===== src/rtl/dmach_pkg.sv =====
package dmach_pkg;

  localparam int WIN_LSB = 13;
  localparam int OFF_W   = 8;

  localparam logic [OFF_W-1:0] OFF_DATA  = 8'h00;
  localparam logic [OFF_W-1:0] OFF_SDESC = 8'h58;
  localparam logic [OFF_W-1:0] OFF_SBUF  = 8'h5C;
  localparam logic [OFF_W-1:0] OFF_GRP   = 8'h60;
  localparam logic [OFF_W-1:0] OFF_GDN   = 8'h7C;
  localparam logic [OFF_W-1:0] OFF_CMD   = 8'h80;
  localparam logic [OFF_W-1:0] OFF_CFG   = 8'h84;
  localparam logic [OFF_W-1:0] OFF_STAT  = 8'h88;
  localparam logic [OFF_W-1:0] OFF_MASK  = 8'h8C;
  localparam logic [OFF_W-1:0] OFF_ACK   = 8'h90;
  localparam logic [OFF_W-1:0] OFF_RAW   = 8'h94;
  localparam logic [OFF_W-1:0] OFF_MSKD  = 8'h98;
  localparam logic [OFF_W-1:0] OFF_STRM  = 8'h9C;

  localparam logic [9:0] STRM_LOAD_D = 10'h140;
  localparam logic [9:0] STRM_BURST  = 10'h020;
  localparam logic [9:0] STRM_LOAD_C = 10'h200;

  typedef enum logic [3:0] {
    SEL_NONE, SEL_DATA, SEL_SDESC, SEL_SBUF, SEL_GRP, SEL_GDN, SEL_CMD,
    SEL_CFG, SEL_STAT, SEL_MASK, SEL_ACK, SEL_RAW, SEL_MSKD, SEL_STRM
  } reg_sel_e;

  typedef enum logic [2:0] {
    ST_RESET   = 3'b001,
    ST_STOPPED = 3'b010,
    ST_RUNNING = 3'b100
  } ch_state_e;

endpackage


===== src/rtl/dmach_decode.sv =====
module dmach_decode
  import dmach_pkg::*;
(
  input  logic [OFF_W-1:0] off,
  output reg_sel_e         sel
);

  always_comb begin
    unique case (off)
      OFF_DATA:  sel = SEL_DATA;
      OFF_SDESC: sel = SEL_SDESC;
      OFF_SBUF:  sel = SEL_SBUF;
      OFF_GRP:   sel = SEL_GRP;
      OFF_GDN:   sel = SEL_GDN;
      OFF_CMD:   sel = SEL_CMD;
      OFF_CFG:   sel = SEL_CFG;
      OFF_STAT:  sel = SEL_STAT;
      OFF_MASK:  sel = SEL_MASK;
      OFF_ACK:   sel = SEL_ACK;
      OFF_RAW:   sel = SEL_RAW;
      OFF_MSKD:  sel = SEL_MSKD;
      OFF_STRM:  sel = SEL_STRM;
      default:   sel = SEL_NONE;
    endcase
  end

endmodule


===== src/rtl/dmach_irq.sv =====
module dmach_irq #(
  parameter int IRQ_W = 4
) (
  input  logic             clk,
  input  logic             rst_n,
  input  logic             wr_mask,
  input  logic             wr_ack,
  input  logic [IRQ_W-1:0] wbits,
  input  logic [IRQ_W-1:0] set_pulse,
  output logic [IRQ_W-1:0] raw,
  output logic [IRQ_W-1:0] mask,
  output logic [IRQ_W-1:0] masked,
  output logic             irq
);

  logic [IRQ_W-1:0] raw_q, raw_d, clr_bits;
  logic [IRQ_W-1:0] mask_q;
  logic             raw_en;

  always_comb begin
    clr_bits = wr_ack ? wbits : '0;
    raw_d    = (raw_q & ~clr_bits) | set_pulse;
    raw_en   = wr_ack | (|set_pulse);
  end

  always_ff @(posedge clk or negedge rst_n) begin
    if (!rst_n) begin
      raw_q <= '0;
    end else if (raw_en) begin
      raw_q <= raw_d;
    end
  end

  always_ff @(posedge clk or negedge rst_n) begin
    if (!rst_n) begin
      mask_q <= '0;
    end else if (wr_mask) begin
      mask_q <= wbits;
    end
  end

  assign raw    = raw_q;
  assign mask   = mask_q;
  assign masked = raw_q & mask_q;
  assign irq    = |masked;

endmodule


===== src/rtl/dmach_chan.sv =====
module dmach_chan
  import dmach_pkg::*;
#(
  parameter int IRQ_W = 4
) (
  input  logic             clk,
  input  logic             rst_n,
  input  logic             wr,
  input  reg_sel_e         sel,
  input  logic [31:0]      wdata,
  input  logic [IRQ_W-1:0] intr_set,
  input  logic             desc_eol,
  input  logic             list_end,
  input  logic [7:0]       src,
  output logic [31:0]      rd_val,
  output logic             irq,
  output logic             ld_desc,
  output logic             ld_ctx,
  output logic             start,
  output logic             cont,
  output logic [31:0]      desc_ptr,
  output logic [31:0]      buf_ptr,
  output logic [31:0]      ctx_ptr
);

  localparam int PAD_W = 32 - IRQ_W;

  logic [31:0] data_q, sdesc_q, sbuf_q, grp_q, gdn_q, cmd_q, cfg_q, strm_q;
  ch_state_e   state_q, state_d;
  logic        ld_desc_q, ld_ctx_q, start_q, cont_q;
  logic        ld_desc_d, ld_ctx_d, start_d, cont_d;
  logic        cfg_go;
  logic [9:0]  scmd;
  logic [IRQ_W-1:0] raw, mask, masked;

  dmach_irq #(.IRQ_W(IRQ_W)) u_irq (
    .clk       (clk),
    .rst_n     (rst_n),
    .wr_mask   (wr && (sel == SEL_MASK)),
    .wr_ack    (wr && (sel == SEL_ACK)),
    .wbits     (wdata[IRQ_W-1:0]),
    .set_pulse (intr_set),
    .raw       (raw),
    .mask      (mask),
    .masked    (masked),
    .irq       (irq)
  );

  // Next-state and strobe decode
  always_comb begin
    scmd      = wdata[9:0];
    cfg_go    = cfg_q[0] && !cfg_q[1];
    ld_desc_d = wr && (sel == SEL_STRM) && |(scmd & STRM_LOAD_D);
    start_d   = ld_desc_d && |(scmd & STRM_BURST);
    ld_ctx_d  = wr && (sel == SEL_STRM) && |(scmd & STRM_LOAD_C);
    cont_d    = wr && (sel == SEL_CMD) && cfg_go &&
                (state_q == ST_RUNNING) && desc_eol;
    state_d   = state_q;
    if (wr && (sel == SEL_CFG)) begin
      if (!wdata[0]) begin
        state_d = ST_RESET;
      end else if (wdata[1]) begin
        state_d = ST_STOPPED;
      end
    end else if (start_d && cfg_go) begin
      state_d = ST_RUNNING;
    end
  end

  always_ff @(posedge clk or negedge rst_n) begin
    if (!rst_n) begin
      state_q   <= ST_RESET;
      ld_desc_q <= 1'b0;
      ld_ctx_q  <= 1'b0;
      start_q   <= 1'b0;
      cont_q    <= 1'b0;
    end else begin
      state_q   <= state_d;
      ld_desc_q <= ld_desc_d;
      ld_ctx_q  <= ld_ctx_d;
      start_q   <= start_d;
      cont_q    <= cont_d;
    end
  end

  // Stored registers, each with its own write enable
  always_ff @(posedge clk or negedge rst_n) begin
    if (!rst_n) begin
      data_q  <= '0;
      sdesc_q <= '0;
      sbuf_q  <= '0;
      grp_q   <= '0;
      gdn_q   <= '0;
      cmd_q   <= '0;
      cfg_q   <= '0;
      strm_q  <= '0;
    end else begin
      if (wr && (sel == SEL_DATA))  data_q  <= wdata;
      if (wr && (sel == SEL_SDESC)) sdesc_q <= wdata;
      if (wr && (sel == SEL_SBUF))  sbuf_q  <= wdata;
      if (wr && (sel == SEL_GRP))   grp_q   <= wdata;
      if (wr && (sel == SEL_GDN))   gdn_q   <= wdata;
      if (wr && (sel == SEL_CMD))   cmd_q   <= wdata;
      if (wr && (sel == SEL_CFG))   cfg_q   <= wdata;
      if (wr && (sel == SEL_STRM))  strm_q  <= wdata;
    end
  end

  // Read value for the selected offset
  always_comb begin
    unique case (sel)
      SEL_DATA:  rd_val = data_q;
      SEL_SDESC: rd_val = sdesc_q;
      SEL_SBUF:  rd_val = sbuf_q;
      SEL_GRP:   rd_val = grp_q;
      SEL_GDN:   rd_val = gdn_q;
      SEL_CMD:   rd_val = cmd_q;
      SEL_CFG:   rd_val = cfg_q;
      SEL_STAT:  rd_val = {16'h0, src, 2'b00, list_end, 2'b00, state_q};
      SEL_MASK:  rd_val = {{PAD_W{1'b0}}, mask};
      SEL_RAW:   rd_val = {{PAD_W{1'b0}}, raw};
      SEL_MSKD:  rd_val = {{PAD_W{1'b0}}, masked};
      SEL_STRM:  rd_val = strm_q;
      default:   rd_val = '0;
    endcase
  end

  assign ld_desc  = ld_desc_q;
  assign ld_ctx   = ld_ctx_q;
  assign start    = start_q;
  assign cont     = cont_q;
  assign desc_ptr = sdesc_q;
  assign buf_ptr  = sbuf_q;
  assign ctx_ptr  = gdn_q;

endmodule


===== src/rtl/dmach_regbank.sv =====
module dmach_regbank
  import dmach_pkg::*;
#(
  parameter int CH_W  = 1,
  parameter int IRQ_W = 4
) (
  input  logic                           clk,
  input  logic                           rst_n,
  input  logic                           bus_req,
  input  logic                           bus_we,
  input  logic [CH_W+12:0]               bus_addr,
  input  logic [3:0]                     bus_be,
  input  logic [31:0]                    bus_wdata,
  output logic [31:0]                    bus_rdata,
  output logic                           bus_rvalid,
  input  logic [(1<<CH_W)*IRQ_W-1:0]     eng_intr_set,
  input  logic [(1<<CH_W)-1:0]           eng_desc_eol,
  input  logic [(1<<CH_W)-1:0]           eng_list_end,
  input  logic [(1<<CH_W)*8-1:0]         eng_src,
  output logic [(1<<CH_W)-1:0]           irq,
  output logic [(1<<CH_W)-1:0]           ld_desc,
  output logic [(1<<CH_W)-1:0]           ld_ctx,
  output logic [(1<<CH_W)-1:0]           start,
  output logic [(1<<CH_W)-1:0]           cont,
  output logic [(1<<CH_W)*32-1:0]        desc_ptr,
  output logic [(1<<CH_W)*32-1:0]        buf_ptr,
  output logic [(1<<CH_W)*32-1:0]        ctx_ptr
);

  localparam int NCH = 1 << CH_W;

  logic            word_ok, rd_req;
  logic [CH_W-1:0] ch_idx;
  reg_sel_e        sel;
  logic [31:0]     rd_val [NCH];
  logic [31:0]     rdata_d;
  logic            addr_unused;

  assign word_ok     = (bus_be == 4'hF) && (bus_addr[1:0] == 2'b00);
  assign ch_idx      = bus_addr[WIN_LSB +: CH_W];
  assign rd_req      = bus_req && !bus_we;
  assign addr_unused = ^bus_addr[WIN_LSB-1:OFF_W];

  dmach_decode u_dec (
    .off (bus_addr[OFF_W-1:0]),
    .sel (sel)
  );

  for (genvar g = 0; g < NCH; g++) begin : g_ch
    dmach_chan #(.IRQ_W(IRQ_W)) u_ch (
      .clk      (clk),
      .rst_n    (rst_n),
      .wr       (bus_req && bus_we && word_ok && (ch_idx == CH_W'(g))),
      .sel      (sel),
      .wdata    (bus_wdata),
      .intr_set (eng_intr_set[g*IRQ_W +: IRQ_W]),
      .desc_eol (eng_desc_eol[g]),
      .list_end (eng_list_end[g]),
      .src      (eng_src[g*8 +: 8]),
      .rd_val   (rd_val[g]),
      .irq      (irq[g]),
      .ld_desc  (ld_desc[g]),
      .ld_ctx   (ld_ctx[g]),
      .start    (start[g]),
      .cont     (cont[g]),
      .desc_ptr (desc_ptr[g*32 +: 32]),
      .buf_ptr  (buf_ptr[g*32 +: 32]),
      .ctx_ptr  (ctx_ptr[g*32 +: 32])
    );
  end

  assign rdata_d = word_ok ? rd_val[ch_idx] : 32'h0;

  always_ff @(posedge clk or negedge rst_n) begin
    if (!rst_n) begin
      bus_rdata <= '0;
    end else if (rd_req) begin
      bus_rdata <= rdata_d;
    end
  end

  always_ff @(posedge clk or negedge rst_n) begin
    if (!rst_n) begin
      bus_rvalid <= 1'b0;
    end else begin
      bus_rvalid <= rd_req;
    end
  end

endmodule


===== config.mk =====
export PLATFORM = sky130hd
export DESIGN_NAME = dmach_regbank
export DESIGN_NICKNAME = d
export VERILOG_FILES = /design/src/rtl/dmach_pkg.sv /design/src/rtl/dmach_decode.sv /design/src/rtl/dmach_irq.sv /design/src/rtl/dmach_chan.sv /design/src/rtl/dmach_regbank.sv
export SDC_FILE = /design/constraint.sdc
export NUM_CORES = 1
export LEC_CHECK = 0
export CELL_PAD_IN_SITES_DETAIL_PLACEMENT = 0
export CELL_PAD_IN_SITES_GLOBAL_PLACEMENT = 2
export CORE_ASPECT_RATIO = 1.5
export CORE_MARGIN = 2
export CORE_UTILIZATION = 35
export DETAILED_ROUTE_END_ITERATION = 16
export PLACE_DENSITY_LB_ADDON = 0.1
export SLEW_MARGIN = 15
export SYNTH_ARGS = -nofsm -noshare
export SYNTH_HDL_FRONTEND = slang
export SYNTH_SLANG_ARGS = --single-unit

===== constraint.sdc =====
create_clock -name clk -period 4.5 [get_ports clk]
set_input_delay 0.9 -clock clk [delete_from_list [all_inputs] [get_ports clk]]
set_output_delay 0.9 -clock clk [all_outputs]
set_load 0.01 [all_outputs]

---- After elaboration in Yosys (flattened, before gate mapping) ----
Index checks and enable logic that the tools add are counted.
word-level totals
  register bits after elaboration ......... 575
  bits of input ports ..................... 82
  output and inout bits ................... 235
  word-level logic and storage cells ...... 146
operators by class
  order comparisons ....................... 1
  equality and inequality tests ........... 30
  mux-type cells .......................... 15
  bitwise gates (word level) .............. 12
  reductions and logical operators ........ 56
operators with widths
  operator                                              number
  one-hot mux 32 bit (12 select lines)                  2
  2-to-1 mux 32 bit                                     4
  equality test 8 bit (second input constant)           8
  one-hot mux 4 bit (13 select lines)                   1
  logical AND 1 bit                                     42
  equality test 8 x 7 -> 1 bit (second input constant)  4
  equality test 4 bit (second input constant)           7
  2-to-1 mux 3 bit                                      6
  AND 4 bit                                             4
  equality test 4 x 3 -> 1 bit (second input constant)  4
  OR reduction 4 bit                                    4
  equality test 4 x 2 -> 1 bit (second input constant)  2
  logical NOT 8 bit                                     1
  2-to-1 mux 4 bit                                      2
  NOT 4 bit                                             2
  OR 4 bit                                              2
  equality test 3 bit (second input constant)           2
  inequality test 3 bit (second input constant)         2
  equality test 4 x 1 -> 1 bit (second input constant)  1
  AND reduction 2 bit                                   2
  nonzero test 2 bit                                    2
  logical NOT 1 bit                                     3
  >= comparator 2 bit (second input constant)           1
  logical NOT 2 bit                                     1
  other kinds (4)                                       5

---- Longest topological paths before layout ----
Gate-level depths: netlist of the first run.
  depth after elaboration ................. 10
  depth in mapped cells ................... 11
  gate-level depth less buffers ........... 7

---- Cells and area by module ----
From an unflattened synthesis of the first run, not the netlist that was laid out.
unflattened totals
  cells, all modules ...................... 2094
  area total of the unflattened synthesis .. 27313.7 sq um
by module, submodules not included
  module                      instances  cells each  area each (sq um)  seq. area each (sq um)
  dmach_chan at g_ch[0].u_ch  1          909         12475.7            6582.6
  dmach_chan at g_ch[1].u_ch  1          965         12259.3            6582.6
  dmach_regbank               1          151         1796.7             825.8
  dmach_irq                   2          25          330.3              200.2
  dmach_decode                1          19          121.4              0.0

---- Least setup slack after synthesis of the first run ----
Ideal clock, no wire load.
  kind .................................... input to register
  from .................................... input bus_addr[3]
  to ...................................... register g_ch[0].u_ch.strm_q[0]
  library setup time ...................... 0.125 ns
  arrival ................................. 3.054 ns
  required time ........................... 4.375 ns
  path slack .............................. 1.321 ns
  cell stages on the path ................. 8
  buffers on the path ..................... 4
  cells stage by stage .................... buf_2 -> buf_2 -> or3b_2 -> clkbuf_1 -> a211oi_2 -> nand2_1 -> clkbuf_1 -> mux2_2
between the ends
  cells in the longest elaborated chain, start to end .. 4
  elaborated cells between the ends (all ways) .. 16
  those cells by class .................... eq/ne (13); mux (1); reduce/logical (2)
RTL lines
  element                                      RTL line             source
  start, declared                              dmach_regbank.sv:11  input logic [CH_W+12:0] bus_addr,
  equality test 8 bit (tied with other cells)  dmach_decode.sv:9    unique case (off)
  one-hot mux 4 bit (13 select lines) *        dmach_decode.sv:9
  equality test 4 bit *                        dmach_chan.sv:105    if (wr && (sel == SEL_STRM)) strm_q <= wdata;
  logical AND 1 bit *                          dmach_chan.sv:105
  end signal, assigned                         dmach_chan.sv:105
  end, declared                                dmach_chan.sv:28     logic [31:0] data_q, sdesc_q, sbuf_q, grp_q, gdn_q, cmd_q, cfg_q, strm_q;
Mark *: on every way between the ends. The rest lies on a longest branch, timed or not.
A chain may end at the register's enable or synchronous reset.

---- Worst setup path after layout of the first run ----
  from .................................... input bus_addr[3]
  to ...................................... register bus_rdata[12]
between the ends
  cells in the longest elaborated chain, start to end .. 8
  elaborated cells between the ends (all ways) .. 32
  those cells by class .................... eq/ne (24); mux (7); reduce/logical (1)
RTL lines
  element                                                 RTL line             source
  equality test 8 bit (tied with other cells)             dmach_decode.sv:9
  one-hot mux 4 bit (13 select lines) *                   dmach_decode.sv:9
  equality test 4 bit (tied with other cells)             dmach_chan.sv:111    unique case (sel)
  one-hot mux 32 bit (12 select lines)                    dmach_chan.sv:111
  2-to-1 mux 32 bit (implied by the code) * (3 in a row)  dmach_regbank.sv:72  assign rdata_d = word_ok ? rd_val[ch_idx] : 32'h0;
  2-to-1 mux 32 bit *                                     dmach_regbank.sv:72
  end signal, assigned                                    dmach_regbank.sv:78  bus_rdata <= rdata_d;
  end, declared                                           dmach_regbank.sv:14  output logic [31:0] bus_rdata,
Mark *: on every way between the ends. The rest lies on a longest branch, timed or not. The select of a mux whose other input is x is not followed.

==> reports/qor.csv, run 1 <==
metric;value;unit
outcome;finished, final reports clean;
Core Area;71620;sq um
CTS buffer count;59;
CTS Hold Buffers Added;0;
Max stage delay on crit path;730;ps
Synth Instances;1959;
#FFs+latches synth;575;
chip height;333.8;um
CP max stage cell;or4_1;
CP top delay family;buffers and inverters;
CP endpoint kind;flop;
post-cts resize count;0;
Required @ worst endpoint;5030;ps
crit start category;input port;
first-pass GRT wire length;136100;um
Mapped Area;25380;sq um
buffer depth of the longest clock path;3;
initial antenna violation count;2;
fmax;281.9;MHz
io pins;317;
initial drt markers;1011;
Final Hold Fails;0;
Post-synth EDFFs;0;
FF+latch area;14390;sq um
slew at the pin with the worst max-slew slack;1158;ps
CTS Sinks;575;
die width;223.9;um
post-route ant nets;0;
RSZ-0062 raised after global routing;false;
most common cell after layout, fill and taps aside;dfrtp_1;
clk slew on worst S/H paths;60;ps
IO buf count;311;
CTS tree;built;
critical path type;input port to flop;
Cell Pwr Density;341.7;nW/um^2
setup total negative slack;0;ps
most frequent cells in the layout;dfrtp_1, mux2_2, clkdlybuf4s50_1, nand2_1, a22oi_1;
FP Rows;120;
Mapped Nets;2041;
crit path max fanout;40;
synthesis-to-layout area growth;26.20;%
Worst path most repeated cell;a21oi_1;
Multi-input gate area;10290;sq um
routed length per instance;28.87;um
Hold WC Path Type;input port to asynchronous set/reset pin;
CP arrival;4080;ps
Syn. warnings;0;
DP HPWL;60920;um
final setup vio count;0;
Die ar.;74720;sq um
Yosys cell types;66;
DR vias;18097;
Clock Root Buffer;clkbuf_16;
GR Overflow Total;0;
worst skew pair latency;640;ps
Layout Skew;14.04;ps
Final nets;2330;
residual DRC count;0;
Final Wtd Congestion;0.8731;
H-Tree Level Count;2;
Final Power;0.01094;W
fraction of layout cells with a size suffix above 1;0.3238;
CP cell instances;clkdlybuf4s50_1 -> or4_1 -> nor3_2 -> buf_12 -> buf_4 -> a22oi_1 -> o211a_1 -> a21oi_1 -> a21oi_1 -> o31ai_1;
Peak supply drop;336.0;uV
Detailed Route WL;92750;um
MaxCap Viol Count;0;
register area share after synthesis;0.5671;
WP buf/inv;3;
1st-pass router iterations;7;
fraction of registers with async set/reset;1.000;
Mean Syn Cell Area;12.95;sq um
via/cell ratio;5.632;
Slew Limit Headroom;0.2253;
initial core utilization;0.3544;
diode count;0;
Period Utilization, post-route;0.7883;
overall routing resource usage;0.2482;
largest net degree at the start of global routing;94;
number of global-route vias before repair;19189;
Most used DFF post-synth;dfrtp_1;
FILL cells;6688;
Pins Over Slew Limit;0;
final worst path period need;3548;ps
Post-CTS Repair Setup Buffers;0;
leakage power;14.95;nW
[metal layers]
metal	part of all wire	track usage
met1	0.40	0.3007
met2	0.52	0.4487
met3	0.048	0.04200
met4	0.029	0.07291
met5	0.00011	0
[state kept, by name, summed over array words and instances (netlist names), 2 cells and up]
name and flops:
bus_rdata 32, g_ch.u_ch.buf_ptr 64, g_ch.u_ch.cfg_q 64, g_ch.u_ch.cmd_q 64, g_ch.u_ch.cont 2, g_ch.u_ch.ctx_ptr 64, g_ch.u_ch.data_q 64, g_ch.u_ch.desc_ptr 64
g_ch.u_ch.grp_q 64, g_ch.u_ch.ld_ctx 2, g_ch.u_ch.ld_desc 2, g_ch.u_ch.start 2, g_ch.u_ch.state_q 6, g_ch.u_ch.strm_q 64, g_ch.u_ch.u_irq.mask 8, g_ch.u_ch.u_irq.raw 8
[metrics by stage]
| stage | setup slack, ps | std cells | utilization | cell area, sq um | hold WS (ps) |
|---|---|---|---|---|---|
| 2_1_floorplan | 1321 | 1959 | - | 25380 | 448.8 |
| 4_1_cts | 966.9 | 3213 | 0.4472 | 32030 | 345.7 |
| 3_5_place_dp | 305.4 | 3102 | 0.4179 | 29930 | 466.3 |
| 5_1_grt | 815.2 | 3213 | 0.4472 | 32030 | 375.3 |
| 3_3_place_gp | 347.8 | 3102 | 0.4179 | 29930 | 459.7 |
| 6_report | 952.5 | 3213 | 0.4472 | 32030 | 300.6 |
[power breakdown]
group	internal (W)	switching, W
Sequential	0.00517	0.00000148
Clock	0.00316	0.00214
Combinational	0.000135	0.000333
[worst register-to-register path, cell delays in order, from the launching register on]
cell and delay [ps]:
dfrtp_1 400, mux2_2 280, and3_1 200, a2111oi_0 540
o211a_1 310, o21ai_0 120, a32o_1 250
[path summary, 6_finish.rpt]
path	cells after the start	start	slack [ps]	to
max in group asynchronous	2	rst_n	3080	g_ch[1].u_ch.cfg_q[18]
min	1	rst_n	300	g_ch[0].u_ch.cfg_q[2]
min reg2reg	1	g_ch[0].u_ch.strm_q[9]	480	g_ch[0].u_ch.strm_q[9]
max reg2reg	6	g_ch[0].u_ch.buf_ptr[13]	2300	bus_rdata[13]
max	10	bus_addr[3]	950	bus_rdata[12]
min in group clk	1	g_ch[0].u_ch.strm_q[9]	480	g_ch[0].u_ch.strm_q[9]
[final cells by class]
type / instances / area share
inverter: 19 / 0.002227
tap: 915 / 0.03575
timing repair buffer: 405 / 0.1260
clock inverter: 23 / 0.01020
multi-input combinational: 1188 / 0.3213
clock buffer: 88 / 0.05520
sequential: 575 / 0.4493
[synthesized netlist by cell type (3+ instances only)]
cell | instances | area share
a221oi_1 | 44 | 0.015
or3_1 | 3 | 0.00074
dfrtp_1 | 573 | 0.57
a222oi_1 | 11 | 0.0043
a21oi_1 | 63 | 0.012
a211oi_1 | 29 | 0.0086
o21ai_0 | 39 | 0.0077
clkbuf_1 | 117 | 0.017
and3_1 | 8 | 0.0020
o31ai_1 | 21 | 0.0062
nor3b_1 | 3 | 0.00089
a22o_1 | 50 | 0.017
a21o_1 | 10 | 0.0030
buf_2 | 38 | 0.0075
buf_4 | 11 | 0.0033
nor4_1 | 6 | 0.0015
inv_1 | 19 | 0.0028
nand2b_1 | 6 | 0.0015
buf_1 | 11 | 0.0016
o211ai_1 | 5 | 0.0015
nor2_1 | 40 | 0.0059
nor3_1 | 11 | 0.0022
nand4_1 | 21 | 0.0052
or4bb_1 | 3 | 0.0013
a22oi_1 | 85 | 0.025
nand3_1 | 33 | 0.0065
a32oi_1 | 9 | 0.0031
mux2i_1 | 14 | 0.0055
mux2_2 | 515 | 0.23
nand2_1 | 105 | 0.016
o41ai_1 | 3 | 0.0010
[cell families after synthesis]
family                 Yosys count  share of synthesized area
AND/OR/NAND/NOR                270                    0.05399
multiplexers                   531                     0.2349
flip-flops                     575                     0.5671
AO/OA/AOI/OAI                  386                     0.1112
buffers and inverters          196                    0.03249
XOR/XNOR                         1                  0.0003452
Note: power is estimated with default switching activity, not from simulation.
==> run 2: changes to the inputs <==
Clock period 4.5 ns to 3.33 ns, I/O delays scaled along.
==> run 2 against run 1 <==
Effect of this change:
- clock-buffer cell count is 2 lower
- clock skew up 6.3 ps
- final cell count up 3.9%
- sequential power is 35% higher
- critical path depth up 1
- flip-flop and latch count did not move
- clock power up 30%
==> reports/qor.csv, run 2 (same netlist as run 1, synthesis figures left out) <==
metric;value;unit;change
fraction of layout cells with a size suffix above 1;0.3586;;+0.03489
Post-CTS Repair Setup Buffers;0;;unchanged
CP arrival;3580;ps;-500 ps
initial antenna violation count;1;;-1
1st-pass router iterations;5;;-2
Core Area;71620;sq um;unchanged
largest net degree at the start of global routing;106;;+13%
chip height;333.8;um;unchanged
diode count;0;;unchanged
Clock Root Buffer;clkbuf_16;;
final worst path period need;3032;ps;
Detailed Route WL;93650;um;+0.97%
RR Endpoint;bus_rdata[12];;
DP HPWL;64360;um;+5.7%
setup total negative slack;0;ps;unchanged
most frequent cells in the layout;dfrtp_1, mux2_2, clkdlybuf4s50_1, buf_4, nand2_1;;
Required @ worst endpoint;3870;ps;-1160 ps
post-route ant nets;0;;unchanged
crit start category;input port;;
met3 wire length;4401;um;-0.41%
most common cell after layout, fill and taps aside;dfrtp_1;;
Die ar.;74720;sq um;unchanged
GR Overflow Total;0;;unchanged
M1 WL;37540;um;+0.81%
H-Tree Level Count;2;;unchanged
initial drt markers;1088;;+7.6%
hold endpoint;bus_rdata[30];;
Period Utilization, post-route;0.9105;;
die width;223.9;um;unchanged
RSZ-0062 raised after global routing;false;;
CP endpoint kind;flop;;
final setup vio count;0;;unchanged
worst r2r src;g_ch[0].u_ch.ctx_ptr[13];;
routed length per instance;28.05;um;-2.8%
buffer depth of the longest clock path;3;;unchanged
first-pass GRT wire length;137500;um;+0.98%
leakage power;15.66;nW;+4.8%
Peak supply drop;349.5;uV;+4.0%
final worst-path setup slack;298.0;ps;-654.5 ps
CTS Sinks;575;;unchanged
Final Wtd Congestion;0.8947;;+2.5%
dpl ws;-348.0;ps;-653.4 ps
number of global-route vias before repair;19788;;+3.1%
Slew Limit Headroom;0.2973;;+0.07194
Min-Delay Path Depth;2;;
critical path type;input port to flop;;
fmax;329.8;MHz;
top layer in use;met5;;
worst skew pair latency;660;ps;+20 ps
Final Hold Fails;0;;unchanged
Layout Skew;20.39;ps;+6.347 ps
Cell Pwr Density;438.7;nW/um^2;+28%
CTS tree;built;;
via/cell ratio;5.522;;-2.0%
hold path start;bus_rdata[30];;
io pins;317;;unchanged
slew at the pin with the worst max-slew slack;1039;ps;-118.9 ps
reg2reg setup slack;980;ps;-1320 ps
residual DRC count;0;;unchanged
Final Non-Filler Cells;3338;;+3.9%
initial core utilization;0.3544;;unchanged
Final Core Density;0.4638;;+0.01658
WL met2;48240;um;-0.39%
Hold WC Path Type;flop to flop;;
Final nets;2454;;+5.3%
clk slew on worst S/H paths;60;ps;about the same
FILL cells;6616;;-1.1%
Post-Place Cells;3224;;+3.9%
FP Rows;120;;unchanged
outcome;finished, final reports clean;;
overall routing resource usage;0.2518;;+0.003685
IO buf count;311;;unchanged
CTS buffer count;60;;+1.7%
Reg2Reg Depth;7;;+1
synthesis-to-layout area growth;30.88;%;
Pins Over Slew Limit;0;;unchanged
crit path max fanout;16;;-60%
MaxCap Viol Count;0;;unchanged
DR vias;18433;;+1.9%
==> run 2: changes by cell type in the layout (fill, tap and decap cells not counted), sizes merged <==
cell	previous run	this run
inv	19	21
clkinv	12	17
clkbuf	88	86
clkinvlp	3	4
bufinv	8	4
dlygate4sd3	0	1
buf	96	218
==> run 2: how the worst max path moves through the flow <==
stage	start	to	slack [ps]	cells past startpoint
final	bus_addr[4]	bus_rdata[28]	300	11
after global routing	bus_addr[2]	bus_rdata[12]	160	11
after CTS	bus_addr[4]	bus_rdata[28]	350	11
after detailed placement	bus_addr[4]	bus_rdata[28]	-350	11
after global placement	bus_addr[1]	g_ch[1].u_ch.u_irq.mask[2]	-370	10
after floorplan	bus_addr[3]	g_ch[0].u_ch.strm_q[0]	390	8
==> run 2: metal layers <==
layer,vias up,track usage
met2,493,0.4482
met3,145,0.04542
met5,-,0
met4,2,0.09532
li1,8124,-
met1,9669,0.3011
==> run 2: power by group <==
part	internal [W]	total, W	switching [W]
Combinational	0.000225	0.000683	0.000459
Sequential	0.00699	0.00699	0.00000207
Clock	0.00395	0.00690	0.00295
==> run 2: repair_timing <==
item                                    in CTS  in global routing
endpoints found under the setup margin       0                  0
gates resized for setup                      0                  0
endpoints found under the hold margin       10                  0
hold buffers                                 1                  0
==> run 2: stage by stage <==
stage	hold WS [ps]	total power (W)	cell area, sq um
3_3_place_gp	461.7	0.007811	31190
2_1_floorplan	370.4	0.007316	25380
3_5_place_dp	468.7	0.007816	31190
6_report	474.2	0.01457	33210
4_1_cts	478.8	0.01480	33210
5_1_grt	511.5	0.01510	33210
==> run 2: critical path, stage by stage <==
cell and delay, ps:
clkdlybuf4s50_1 580, or4b_2 810, buf_4 200, nor2_4 280
buf_4 220, buf_12 160, a22o_1 170, a221oi_1 60
nand4_1 120, a21oi_1 50, o31ai_1 250
==> run 2: area by class of cell <==
class	count	area [sq um]	share of cell area
clock buffer	86	1739	0.05236
clock inverter	27	279.0	0.008401
inverter	19	71.32	0.002147
multi-input combinational	1188	10290	0.3098
sequential	575	14390	0.4333
tap	915	1145	0.03447
timing repair buffer	528	5298	0.1595
